[src/rtl/rst_seq_pkg.sv]
package rst_seq_pkg;

    typedef enum logic [1:0] {
        POR_WAIT_OSC,
        POR_COUNT,
        POR_PIN_HOLD,
        POR_DONE
    } por_state_e;

    typedef enum logic [1:0] {
        EXT_IDLE,
        EXT_ARMED,
        EXT_ACTIVE
    } ext_state_e;

    typedef enum logic [1:0] {
        STR_IDLE,
        STR_MIN,
        STR_REQ
    } str_state_e;

    // Counter width able to hold values 0 .. n-1, never below one bit.
    function automatic int cnt_w(input int n);
        return (n < 2) ? 1 : $clog2(n);
    endfunction

endpackage

[src/rtl/rst_pin_sync.sv]
module rst_pin_sync #(
    parameter int STAGES = 2
) (
    input  logic clk,
    input  logic por_evt,
    input  logic pin_raw,
    output logic pin_sync
);

    logic [STAGES-1:0] chain;

    generate
        if (STAGES == 1) begin : g_single
            always_ff @(posedge clk or posedge por_evt) begin
                if (por_evt) chain <= 1'b1;
                else         chain <= pin_raw;
            end
        end else begin : g_multi
            always_ff @(posedge clk or posedge por_evt) begin
                if (por_evt) chain <= '1;
                else         chain <= {chain[STAGES-2:0], pin_raw};
            end
        end
    endgenerate

    assign pin_sync = chain[STAGES-1];

endmodule

[src/rtl/rst_por_timer.sv]
module rst_por_timer
    import rst_seq_pkg::*;
#(
    parameter int STAB_CYCLES = 4064,
    parameter int CNT_W       = 12
) (
    input  logic clk,
    input  logic por_evt,
    input  logic osc_ready,
    input  logic pin_sync,
    output logic por_hold
);

    localparam logic [CNT_W-1:0] LAST = CNT_W'(STAB_CYCLES - 1);

    por_state_e       state, state_n;
    logic [CNT_W-1:0] cnt, cnt_n;

    always_ff @(posedge clk or posedge por_evt) begin
        if (por_evt) begin
            state <= POR_WAIT_OSC;
            cnt   <= '0;
        end else begin
            state <= state_n;
            cnt   <= cnt_n;
        end
    end

    always_comb begin
        state_n = state;
        cnt_n   = cnt;
        unique case (state)
            POR_WAIT_OSC: begin
                if (osc_ready) begin
                    state_n = POR_COUNT;
                    cnt_n   = '0;
                end
            end
            POR_COUNT: begin
                if (cnt == LAST) begin
                    state_n = pin_sync ? POR_DONE : POR_PIN_HOLD;
                end else begin
                    cnt_n = cnt + 1'b1;
                end
            end
            POR_PIN_HOLD: begin
                if (pin_sync) state_n = POR_DONE;
            end
            POR_DONE: begin
                state_n = POR_DONE;
            end
            default: state_n = POR_WAIT_OSC;
        endcase
    end

    always_comb begin
        por_hold = (state != POR_DONE);
    end


    por_cnt_range_chk: assert property (@(posedge clk) disable iff (por_evt)
        cnt <= LAST);


    por_release_pin_high_chk: assert property (@(posedge clk) disable iff (por_evt)
        $fell(por_hold) |-> $past(pin_sync));


    por_wait_hold_chk: assert property (@(posedge clk) disable iff (por_evt)
        (state == POR_WAIT_OSC && !osc_ready) |=> por_hold);

endmodule

[src/rtl/rst_ext_detect.sv]
module rst_ext_detect
    import rst_seq_pkg::*;
#(
    parameter int MASK_DEPTH = 2
) (
    input  logic clk,
    input  logic por_evt,
    input  logic pin_sync,
    input  logic pull_en,
    output logic ext_active,
    output logic ext_busy
);

    ext_state_e            state, state_n;
    logic [MASK_DEPTH-1:0] pull_dly;
    logic                  self_low;

    // Delayed copies of the pulldown enable cover the synchronizer lag.
    generate
        if (MASK_DEPTH == 1) begin : g_dly1
            always_ff @(posedge clk or posedge por_evt) begin
                if (por_evt) pull_dly <= '0;
                else         pull_dly <= pull_en;
            end
        end else begin : g_dlyn
            always_ff @(posedge clk or posedge por_evt) begin
                if (por_evt) pull_dly <= '0;
                else         pull_dly <= {pull_dly[MASK_DEPTH-2:0], pull_en};
            end
        end
    endgenerate

    assign self_low = pull_en | (|pull_dly);

    always_ff @(posedge clk or posedge por_evt) begin
        if (por_evt) state <= EXT_IDLE;
        else         state <= state_n;
    end

    always_comb begin
        state_n = state;
        unique case (state)
            EXT_IDLE: begin
                if (!pin_sync && !self_low) state_n = EXT_ARMED;
            end
            EXT_ARMED: begin
                if (pin_sync)       state_n = EXT_IDLE;
                else if (!self_low) state_n = EXT_ACTIVE;
            end
            EXT_ACTIVE: begin
                if (pin_sync) state_n = EXT_IDLE;
            end
            default: state_n = EXT_IDLE;
        endcase
    end

    always_comb begin
        ext_active = (state == EXT_ACTIVE);
        ext_busy   = (state != EXT_IDLE);
    end


    ext_two_low_chk: assert property (@(posedge clk) disable iff (por_evt)
        $rose(ext_active) |-> (!$past(pin_sync) && !$past(pin_sync, 2)));


    ext_release_high_chk: assert property (@(posedge clk) disable iff (por_evt)
        $fell(ext_active) |-> $past(pin_sync));


    ext_self_mask_chk: assert property (@(posedge clk) disable iff (por_evt)
        (state == EXT_IDLE && pull_en) |=> (state == EXT_IDLE));

endmodule

[src/rtl/rst_src_stretch.sv]
module rst_src_stretch
    import rst_seq_pkg::*;
#(
    parameter int N_SRC    = 3,
    parameter int MIN_PULL = 4,
    parameter int CNT_W    = 2
) (
    input  logic             clk,
    input  logic             por_evt,
    input  logic [N_SRC-1:0] req,
    input  logic             por_hold,
    input  logic             ext_busy,
    output logic             str_active,
    output logic             pull_en
);

    localparam logic [CNT_W-1:0] LAST = CNT_W'(MIN_PULL - 1);

    str_state_e       state, state_n;
    logic [CNT_W-1:0] cnt, cnt_n;
    logic             supp, supp_n;
    logic [N_SRC-1:0] req_q;
    logic             req_any;
    logic             req_rise;

    assign req_any  = |req;
    assign req_rise = |(req & ~req_q);

    always_ff @(posedge clk or posedge por_evt) begin
        if (por_evt) begin
            state <= STR_IDLE;
            cnt   <= '0;
            supp  <= 1'b0;
            req_q <= '0;
        end else begin
            state <= state_n;
            cnt   <= cnt_n;
            supp  <= supp_n;
            req_q <= req;
        end
    end

    always_comb begin
        state_n = state;
        cnt_n   = cnt;
        supp_n  = supp;
        unique case (state)
            STR_IDLE: begin
                if (req_any) begin
                    state_n = STR_MIN;
                    cnt_n   = '0;
                    supp_n  = por_hold | ext_busy;
                end
            end
            STR_MIN: begin
                if (req_rise) begin
                    cnt_n = '0;
                end else if (cnt == LAST) begin
                    state_n = req_any ? STR_REQ : STR_IDLE;
                end else begin
                    cnt_n = cnt + 1'b1;
                end
            end
            STR_REQ: begin
                if (req_rise) begin
                    state_n = STR_MIN;
                    cnt_n   = '0;
                end else if (!req_any) begin
                    state_n = STR_IDLE;
                end
            end
            default: state_n = STR_IDLE;
        endcase
    end

    always_comb begin
        str_active = (state != STR_IDLE);
        pull_en    = (state != STR_IDLE) && !supp;
    end


    str_min_len_chk: assert property (@(posedge clk) disable iff (por_evt)
        (state == STR_MIN && cnt != LAST) |=> (state != STR_IDLE));


    str_ext_supp_chk: assert property (@(posedge clk) disable iff (por_evt)
        (state == STR_IDLE && req_any && ext_busy) |=> !pull_en);


    str_restart_chk: assert property (@(posedge clk) disable iff (por_evt)
        (str_active && req_rise) |=> (state == STR_MIN && cnt == '0));

endmodule

[src/rtl/rst_seq_ctrl.sv]
module rst_seq_ctrl
    import rst_seq_pkg::*;
#(
    parameter int STAB_CYCLES = 4064,
    parameter int MIN_PULL    = 4,
    parameter int SYNC_STAGES = 2
) (
    input  logic clk,
    input  logic por_pulse,
    input  logic osc_ready,
    input  logic pin_level,
    input  logic wdog_req,
    input  logic lowv_req,
    input  logic bad_addr_req,
    output logic sys_rst,
    output logic pin_pull_en
);

    localparam int N_SRC     = 3;
    localparam int POR_CNT_W = cnt_w(STAB_CYCLES);
    localparam int STR_CNT_W = cnt_w(MIN_PULL);

    logic             pin_sync;
    logic             por_hold;
    logic             ext_active;
    logic             ext_busy;
    logic             str_active;
    logic             pull_en;
    logic [N_SRC-1:0] req_vec;

    assign req_vec = {bad_addr_req, lowv_req, wdog_req};

    rst_pin_sync #(
        .STAGES (SYNC_STAGES)
    ) u_sync (
        .clk      (clk),
        .por_evt  (por_pulse),
        .pin_raw  (pin_level),
        .pin_sync (pin_sync)
    );

    rst_por_timer #(
        .STAB_CYCLES (STAB_CYCLES),
        .CNT_W       (POR_CNT_W)
    ) u_por (
        .clk       (clk),
        .por_evt   (por_pulse),
        .osc_ready (osc_ready),
        .pin_sync  (pin_sync),
        .por_hold  (por_hold)
    );

    rst_ext_detect #(
        .MASK_DEPTH (SYNC_STAGES)
    ) u_ext (
        .clk        (clk),
        .por_evt    (por_pulse),
        .pin_sync   (pin_sync),
        .pull_en    (pull_en),
        .ext_active (ext_active),
        .ext_busy   (ext_busy)
    );

    rst_src_stretch #(
        .N_SRC    (N_SRC),
        .MIN_PULL (MIN_PULL),
        .CNT_W    (STR_CNT_W)
    ) u_str (
        .clk        (clk),
        .por_evt    (por_pulse),
        .req        (req_vec),
        .por_hold   (por_hold),
        .ext_busy   (ext_busy),
        .str_active (str_active),
        .pull_en    (pull_en)
    );

    assign sys_rst     = por_hold | ext_active | str_active;
    assign pin_pull_en = pull_en;


    pull_no_por_chk: assert property (@(posedge clk) disable iff (por_pulse)
        por_hold |-> !pin_pull_en);


    req_in_rst_chk: assert property (@(posedge clk) disable iff (por_pulse)
        (|req_vec) |=> sys_rst);

endmodule

[config.mk]
export PLATFORM = sky130hd
export DESIGN_NAME = rst_seq_ctrl
export DESIGN_NICKNAME = d
export VERILOG_FILES = /design/src/rtl/rst_seq_pkg.sv /design/src/rtl/rst_pin_sync.sv /design/src/rtl/rst_por_timer.sv /design/src/rtl/rst_ext_detect.sv /design/src/rtl/rst_src_stretch.sv /design/src/rtl/rst_seq_ctrl.sv
export SDC_FILE = /design/constraint.sdc
export NUM_CORES = 1
export LEC_CHECK = 0
export ABC_CLOCK_PERIOD_IN_PS = 3200
export BUFFER_PORTS_ARGS = -buffer_cell sky130_fd_sc_hd__buf_4
export CORE_MARGIN = 1.5
export CORE_UTILIZATION = 35
export DETAILED_ROUTE_END_ITERATION = 12
export GPL_ROUTABILITY_DRIVEN = 0
export GPL_TIMING_DRIVEN = 0
export HOLD_SLACK_MARGIN = 0.03
export PLACE_DENSITY = 0.53
export RECOVER_POWER = 25
export SLEW_MARGIN = 20
export SYNTH_ARGS = -nofsm -noshare
export SYNTH_HDL_FRONTEND = slang
export SYNTH_SLANG_ARGS = --single-unit
[constraint.sdc]
create_clock -name clk -period 3.2 [get_ports clk]
set_input_delay 0 -clock clk [delete_from_list [all_inputs] [get_ports clk]]
set_output_delay 0 -clock clk [all_outputs]
set_load 0.01 [all_outputs]
==> impl_metrics.json, run 1 <==
{
  "status": "finished clean",
  "syn_area_mm2": 0.001355,
  "crit_type": "flip-flop to flip-flop",
  "grt_pass1_wl_um": 4540,
  "arrival_ps": 1940,
  "numCtsBuffers": 3,
  "min_period_ps": 1770,
  "clkTransAtPathRegs_ps": 90,
  "finalSetupViolCount": 0,
  "seq_power_share": 0.507,
  "tns_ps": 0,
  "yosysTopAreaCell": "dfrtp_1",
  "combPwrFrac": 0.239,
  "rsz0062_at_grt": "no",
  "die-width_um": 65.22,
  "viasPerCell": 5.206,
  "pwr-share-clk": 0.254,
  "r2r_cells": 6,
  "vdd_drop_max_mv": 0.3166,
  "clock_sinks": 28,
  "grt_max_degree": 29,
  "synth.avg_cell_area_um2": 10.50,
  "drtIter0Drc": 53,
  "clockBufferDepth": 2,
  "yosysSeqAreaShare": 0.5189,
  "drv_slew": 0,
  "synth.distinct_cells": 42,
  "fin_crit_sh": 0.5533,
  "drive_above_1_share": 0.1644,
  "leakage_nw": 0.6791,
  "htreeDepth": 1,
  "overflow": 0,
  "min_path_cells": 5,
  "die_area_mm2": 0.004254,
  "core_area_mm2": 0.003689,
  "io_buffers": 8,
  "ios": 9,
  "grt_pass1_vias": 1012,
  "hold_viol": 0,
  "diodes": 0,
  "switchingPower_w": 0.0003400,
  "synth_warnings": 0,
  "cp-end-kind": "flip-flop",
  "clockRootBuffer": "clkbuf_8",
  "ys_ff_latch": 28,
  "antenna_found_initial": 0,
  "std_cell_rows": 22,
  "crit_fanout": 10,
  "wl_um": 2504,
  "initial_utilization": 0.3674,
  "synth_top_area_frac": 0.4801,
  "cts_tree": "yes",
  "grt_usage": 0.1378,
  "p_int_w": 0.0007413,
  "slew_headroom": 0.3148,
  "drc": 0,
  "place_area_mm2": 0.001475,
  "final_nets": 156,
  "r2r_slack_ps": 1430,
  "placedCellCount": 185,
  "insertion_delay_ps": 270,
  "netSwitchingFraction": 0.3145,
  "dr.pass1.iters": 4,
  "required_ps": 3370,
  "netlist_top_cells_area": "dfrtp_1, dfstp_2, o21ai_1",
  "max_freq_mhz": 564.8,
  "worstMarginPinSlew_ps": 1027,
  "hold_class": "primary input to flip-flop",
  "start_kind": "flip-flop",
  "syn_to_final_growth_pct": 16.99,
  "ant_nets": 0,
  "wl_per_cell_um": 12.91,
  "finClkSkew_ps": 0.8156,
  "dr_total_vias": 1010,
  "fp.dieH_um": 65.22,
  "powerDensity_mw_per_mm2": 682.1,
  "synthCells": 129,
  "hpwl_um": 1841,
  "synthesis.nets": 138,
  "final_cell_area_mm2": 0.001585,
  "stdcell_count": 194,
  "max_cap_violations": 0
}
[flip-flops by register name (all words and copies together) (netlist names)]
| signal | flops |
|---|---|
| u_por.cnt | 12 |
| u_str.req_q | 3 |
| u_ext.pull_dly | 2 |
| u_ext.state | 2 |
| u_por.state | 2 |
| u_str.cnt | 2 |
| u_str.state | 2 |
| u_sync.chain | 2 |
| u_str.supp | 1 |
[synth_stat cells, drive strengths merged]
cell type and count:
dfrtp 26, nand2 11, o21ai 10, nor2 9, nand3 6, nand4 6
nor3 6, a21oi 5, inv 5, nand2b 5, o31ai 5, mux2 4
a31oi 2, dfstp 2, ha 2, o211ai 2, o311ai 2, o31a 2
or2 2, a22o 1, and2 1, and2b 1, and3 1, and4 1
buf 1, clkbuf 1, nand3b 1, nand4b 1, nor4 1, nor4b 1
o221ai 1, or3 1, or3b 1, or4 1, xnor2 1, xor2 1
[routing by layer]
metal | track usage | share of wire | up-vias
li1 | - | - | 510
met1 | 0.1974 | 0.50 | 478
met2 | 0.1990 | 0.45 | 20
met3 | 0.03082 | 0.040 | 2
met4 | 0.05990 | 0.0096 | 0
met5 | 0 | 0 | -
[worst max-delay path, stage by stage, from the launching register on]
cell	delay, ps
dfrtp_1	420
ha_1	250
nand4_1	270
o311ai_4	380
buf_6	190
o21ai_1	80
o31ai_1	80
[power by group through the flow]
stage	Clock [W]	Sequential, W	Combinational [W]
after CTS	0.000284	0.000546	0.000263
final	0.000275	0.000548	0.000259
after floorplan	0	0.000529	0.000205
after global routing	0.000299	0.000568	0.000300
after detailed placement	0	0.000553	0.000259
after global placement	0	0.000549	0.000249
[cell families after synthesis]
| family | Yosys count | share of synthesized area |
|---|---|---|
| DFF | 28 | 0.5189 |
| xor gates and xnor gates | 2 | 0.01293 |
| buffers and inverters | 7 | 0.02493 |
| adders and majority gates | 2 | 0.01846 |
| and+or+nand+nor | 56 | 0.2327 |
| muxes | 4 | 0.03324 |
| AOI/OAI and AO/OA | 30 | 0.1588 |
[final cells by class]
class                           count  area, µm²
Fill cell                         358       2103
Buffer                              2      15.01
Tap cell                           48      60.06
Clock buffer                        3      41.29
Multi-Input combinational cell     94      618.1
Clock inverter                      1      30.03
Timing Repair Buffer               13      98.84
Inverter                            5      18.77
Sequential cell                    28      703.2
[what timing repair did]
item / in CTS / in global routing
endpoints found under the hold margin: 4 / 26
setup buffers: 0 / 0
resized for setup: 0 / 0
hold buffers: 4 / 1
[path summary, 6_finish.rpt]
| kind | start | end |
|---|---|---|
| max | u_por.cnt[0]$_DFFE_PP0P_ | u_por.cnt[3]$_DFFE_PP0P_ |
| min | osc_ready | u_por.state[0]$_DFFE_PP0P_ |
| max reg2reg | u_por.cnt[0]$_DFFE_PP0P_ | u_por.cnt[3]$_DFFE_PP0P_ |
| min reg2reg | u_sync.chain[0]$_DFF_PP1_ | u_sync.chain[1]$_DFF_PP1_ |
| max in group asynchronous | por_pulse | u_str.state[1]$_DFFE_PP0P_ |
| min in group asynchronous | por_pulse | u_str.req_q[2]$_DFF_PP0_ |
[cell usage in the layout (no fill, tap or decap), types with 2 or more instances in the layout]
| cell | synthesis | layout |
|---|---|---|
| dfrtp_1 | 26 | 26 |
| clkbuf_1 | 1 | 4 |
| a31oi_1 | 2 | 2 |
| nand4_1 | 5 | 5 |
| a21oi_1 | 5 | 5 |
| nand3_1 | 6 | 6 |
| ha_1 | 2 | 2 |
| o211ai_1 | 2 | 2 |
| o21ai_1 | 9 | 9 |
| nor3_1 | 6 | 6 |
| nand2b_1 | 5 | 5 |
| dlygate4sd3_1 | 0 | 5 |
| clkbuf_8 | 0 | 3 |
| o31a_1 | 2 | 2 |
| o31ai_1 | 4 | 4 |
| inv_1 | 5 | 5 |
| mux2_2 | 4 | 4 |
| nand2_1 | 11 | 11 |
| buf_4 | 0 | 3 |
| clkbuf_4 | 0 | 2 |
| nor2_1 | 8 | 8 |
| dfstp_2 | 2 | 2 |
[per-stage QoR]
stage | utilization | worst slack [ps] | hold WS (ps) | power, W
after floorplan | - | 1661 | 4.478 | 0.0007338
after global placement | 0.3999 | 1475 | 108.6 | 0.0007984
after detailed placement | 0.3999 | 1443 | 110.3 | 0.0008115
after CTS | 0.4301 | 1420 | 34.10 | 0.001093
after global routing | 0.4298 | 1251 | 286.7 | 0.001167
final | 0.4298 | 1430 | 252.2 | 0.001081
Note: power is estimated with default switching activity, not from simulation.
==> run 2: changes to the inputs <==
--- a/config.mk
+++ b/config.mk
@@ -5,7 +5,8 @@
 export SDC_FILE = /design/constraint.sdc
 export NUM_CORES = 1
 export LEC_CHECK = 0
-export ABC_CLOCK_PERIOD_IN_PS = 3200
+export ABC_AREA = 1
+export ABC_CLOCK_PERIOD_IN_PS = 1800
 export BUFFER_PORTS_ARGS = -buffer_cell sky130_fd_sc_hd__buf_4
 export CORE_MARGIN = 1.5
 export CORE_UTILIZATION = 35
==> constraint.sdc (replaced) <==
create_clock -name clk -period 1.8 [get_ports clk]
set_input_delay 0 -clock clk [delete_from_list [all_inputs] [get_ports clk]]
set_output_delay 0 -clock clk [all_outputs]
set_load 0.01 [all_outputs]
==> impl_metrics.json, run 2 <==
{
  "diodes": 0,
  "wl_um": 2915,
  "hold_class": "flip-flop to flip-flop",
  "cp_cell_sequence": "ha_1 -> nand3_1 -> inv_2 -> nand3_2 -> nand2_4 -> nand2_1 -> nand2_1 -> nand2_1",
  "rsz0062_at_grt": "no",
  "combPwrFrac": 0.290,
  "pwr-share-clk": 0.242,
  "start_kind": "flip-flop",
  "final_common_cell": "nand2_1",
  "insertion_delay_ps": 280,
  "yosysSeqAreaShare": 0.4812,
  "switchingPower_w": 0.0007389,
  "clockBufferDepth": 2,
  "leakage_nw": 0.8534,
  "antenna_found_initial": 0,
  "grt_max_degree": 29,
  "cp-end-kind": "flip-flop",
  "wl_per_cell_um": 11.21,
  "slew_headroom": 0.2853,
  "die-width_um": 67.62,
  "grt_pass1_wl_um": 5002,
  "regMostFlops": "u_por.cnt",
  "cts_setup_buffers": 0,
  "grt_pass1_vias": 1128,
  "initial_utilization": 0.3653,
  "powerDensity_mw_per_mm2": 1212,
  "reg_top3": "u_por.cnt x12, u_str.req_q x3",
  "drc": 0,
  "p_int_w": 0.001330,
  "overflow": 0,
  "clockRootBuffer": "clkbuf_8",
  "post-synth-top-count-cell": "nand2_1",
  "clock_sinks": 28,
  "yosys-top-cells-count": "nand2_1, dfrtp_1, nand3_1",
  "drtIter0Drc": 51,
  "path_buf_inv": 1,
  "synthCells": 192,
  "final_cell_mix": "nand2_1, dfrtp_1, nand3_1",
  "fill_cells": 421,
  "crit_fanout": 6,
  "drive_above_1_share": 0.1095,
  "required_ps": 1980,
  "tns_ps": 0,
  "worstMarginPinSlew_ps": 1071,
  "io_buffers": 8,
  "synth-main-ff-cell": "dfrtp_1",
  "largest_reg_flops": 12,
  "clkTransAtPathRegs_ps": 100,
  "ys_ff_latch": 28,
  "core_area_mm2": 0.004000,
  "path_common_cell": "nand2_1",
  "vdd_drop_max_mv": 0.8139,
  "synth.avg_cell_area_um2": 7.611,
  "status": "finished clean",
  "finalSetupViolCount": 0,
  "numCtsBuffers": 3,
  "synthesis.nets": 201,
  "std_cell_rows": 23,
  "htreeDepth": 1,
  "dr.pass1.iters": 4,
  "finClkSkew_ps": 3.368,
  "final_nets": 220,
  "die_area_mm2": 0.004572,
  "yosysTopAreaCell": "dfrtp_1",
  "syn_area_mm2": 0.001461,
  "max_stage_delay_ps": 400,
  "synth_warnings": 0,
  "synth_top_area_frac": 0.4452,
  "max_cap_violations": 0,
  "netlist_top_cells_area": "dfrtp_1, nand2_1, nand3_1",
  "total_power_w": 0.002069,
  "fin_crit_sh": 0.8615,
  "crit_type": "flip-flop to flip-flop",
  "fp.dieH_um": 67.62,
  "min_period_ps": 1551,
  "synth-async-reset-ratio": 1.000,
  "dr_total_vias": 1236,
  "cts_tree": "yes",
  "arrival_ps": 1730,
  "netSwitchingFraction": 0.3571,
  "viasPerCell": 4.754,
  "crit_family": "simple AND/OR/NAND/NOR gates",
  "hold_viol": 0,
  "hpwl_um": 2122,
  "drv_slew": 0,
  "synth.distinct_cells": 24,
  "syn_to_final_growth_pct": 16.87,
  "ant_nets": 0,
  "max_freq_mhz": 644.8,
  "synth-edff-count": 0,
  "ios": 9,
  "seq_power_share": 0.468,
  "critPathSlowestCell": "dfrtp_1",
  "grt_usage": 0.1475
}
## run 2: path summary, 6_finish.rpt
| path | start | endpoint | slack (ps) | depth (start not counted) |
|---|---|---|---|---|
| max in group asynchronous | por_pulse | u_por.state[0]$_DFFE_PP0P_ | 620 | 3 |
| worst max-delay path | u_por.cnt[0]$_DFFE_PP0P_ | u_por.cnt[10]$_DFFE_PP0P_ | 250 | 8 |
| worst min register to register | u_sync.chain[0]$_DFF_PP1_ | u_sync.chain[1]$_DFF_PP1_ | 370 | 0 |
| worst max register to register | u_por.cnt[0]$_DFFE_PP0P_ | u_por.cnt[10]$_DFFE_PP0P_ | 250 | 8 |
| min in group asynchronous | por_pulse | u_str.req_q[0]$_DFF_PP0_ | 540 | 3 |
| worst min-delay path | u_sync.chain[0]$_DFF_PP1_ | u_sync.chain[1]$_DFF_PP1_ | 370 | 0 |
## run 2: power by group through the flow
stage          Clock [W]  Combinational, W  Sequential [W]
2_1_floorplan          0          0.000484        0.000935
3_3_place_gp           0          0.000579        0.000974
3_5_place_dp           0          0.000607        0.000975
4_1_cts         0.000519          0.000616        0.000967
5_1_grt         0.000549          0.000708        0.000995
6_report        0.000501          0.000600        0.000968
## run 2: repair_timing
item,CTS,global route
hold buffers,6,0
hold endpoints to repair,31,0
resized for setup,0,0
## run 2: final cells by class
| class | instances | area [µm²] | share of cell area |
|---|---|---|---|
| Clock inverter | 1 | 30.03 | 0.01758 |
| Sequential cell | 28 | 703.2 | 0.4117 |
| Clock buffer | 3 | 41.29 | 0.02418 |
| Tap cell | 50 | 62.56 | 0.03663 |
| Timing Repair Buffer | 14 | 112.6 | 0.06593 |
| Buffer | 2 | 15.01 | 0.008791 |
| Inverter | 23 | 86.33 | 0.05055 |
| Multi-Input combinational cell | 139 | 656.9 | 0.3846 |
## run 2: metal layers
layer	global-route usage	vias up	wire, µm
li1	-	652	-
met1	0.1863	564	1375
met2	0.2402	14	1406
met3	0.04000	6	80
met4	0.05357	0	53
met5	0	-	0
## run 2: cells by family after synthesis
group,Yosys count,share of synthesized area
flops,28,0.4812
simple gates,126,0.3861
fa+ha+maj,2,0.01712
xor+xnor,2,0.01199
compound gates,9,0.03425
buf+inv,25,0.06934
## run 2: metrics by stage
| stage | setup WS [ps] | util | area (µm²) | hold slack [ps] | std cells |
|---|---|---|---|---|---|
| after floorplan | 488.2 | - | 1461 | 4.478 | 192 |
| after global placement | 273.2 | 0.3960 | 1584 | 109.4 | 250 |
| after detailed placement | 249.7 | 0.3960 | 1584 | 110.1 | 250 |
| after CTS | 232.3 | 0.4288 | 1715 | 361.8 | 260 |
| after global routing | 52.12 | 0.4270 | 1708 | 363.8 | 260 |
| final | 249.2 | 0.4270 | 1708 | 366.4 | 260 |
## run 2: worst register-to-register path, cell delays in order (launching register included)
cell and delay [ps]:
dfrtp_1 400, ha_1 190, nand3_1 160, inv_2 140, nand3_2 130, nand2_4 120, nand2_1 150, nand2_1 110
nand2_1 50
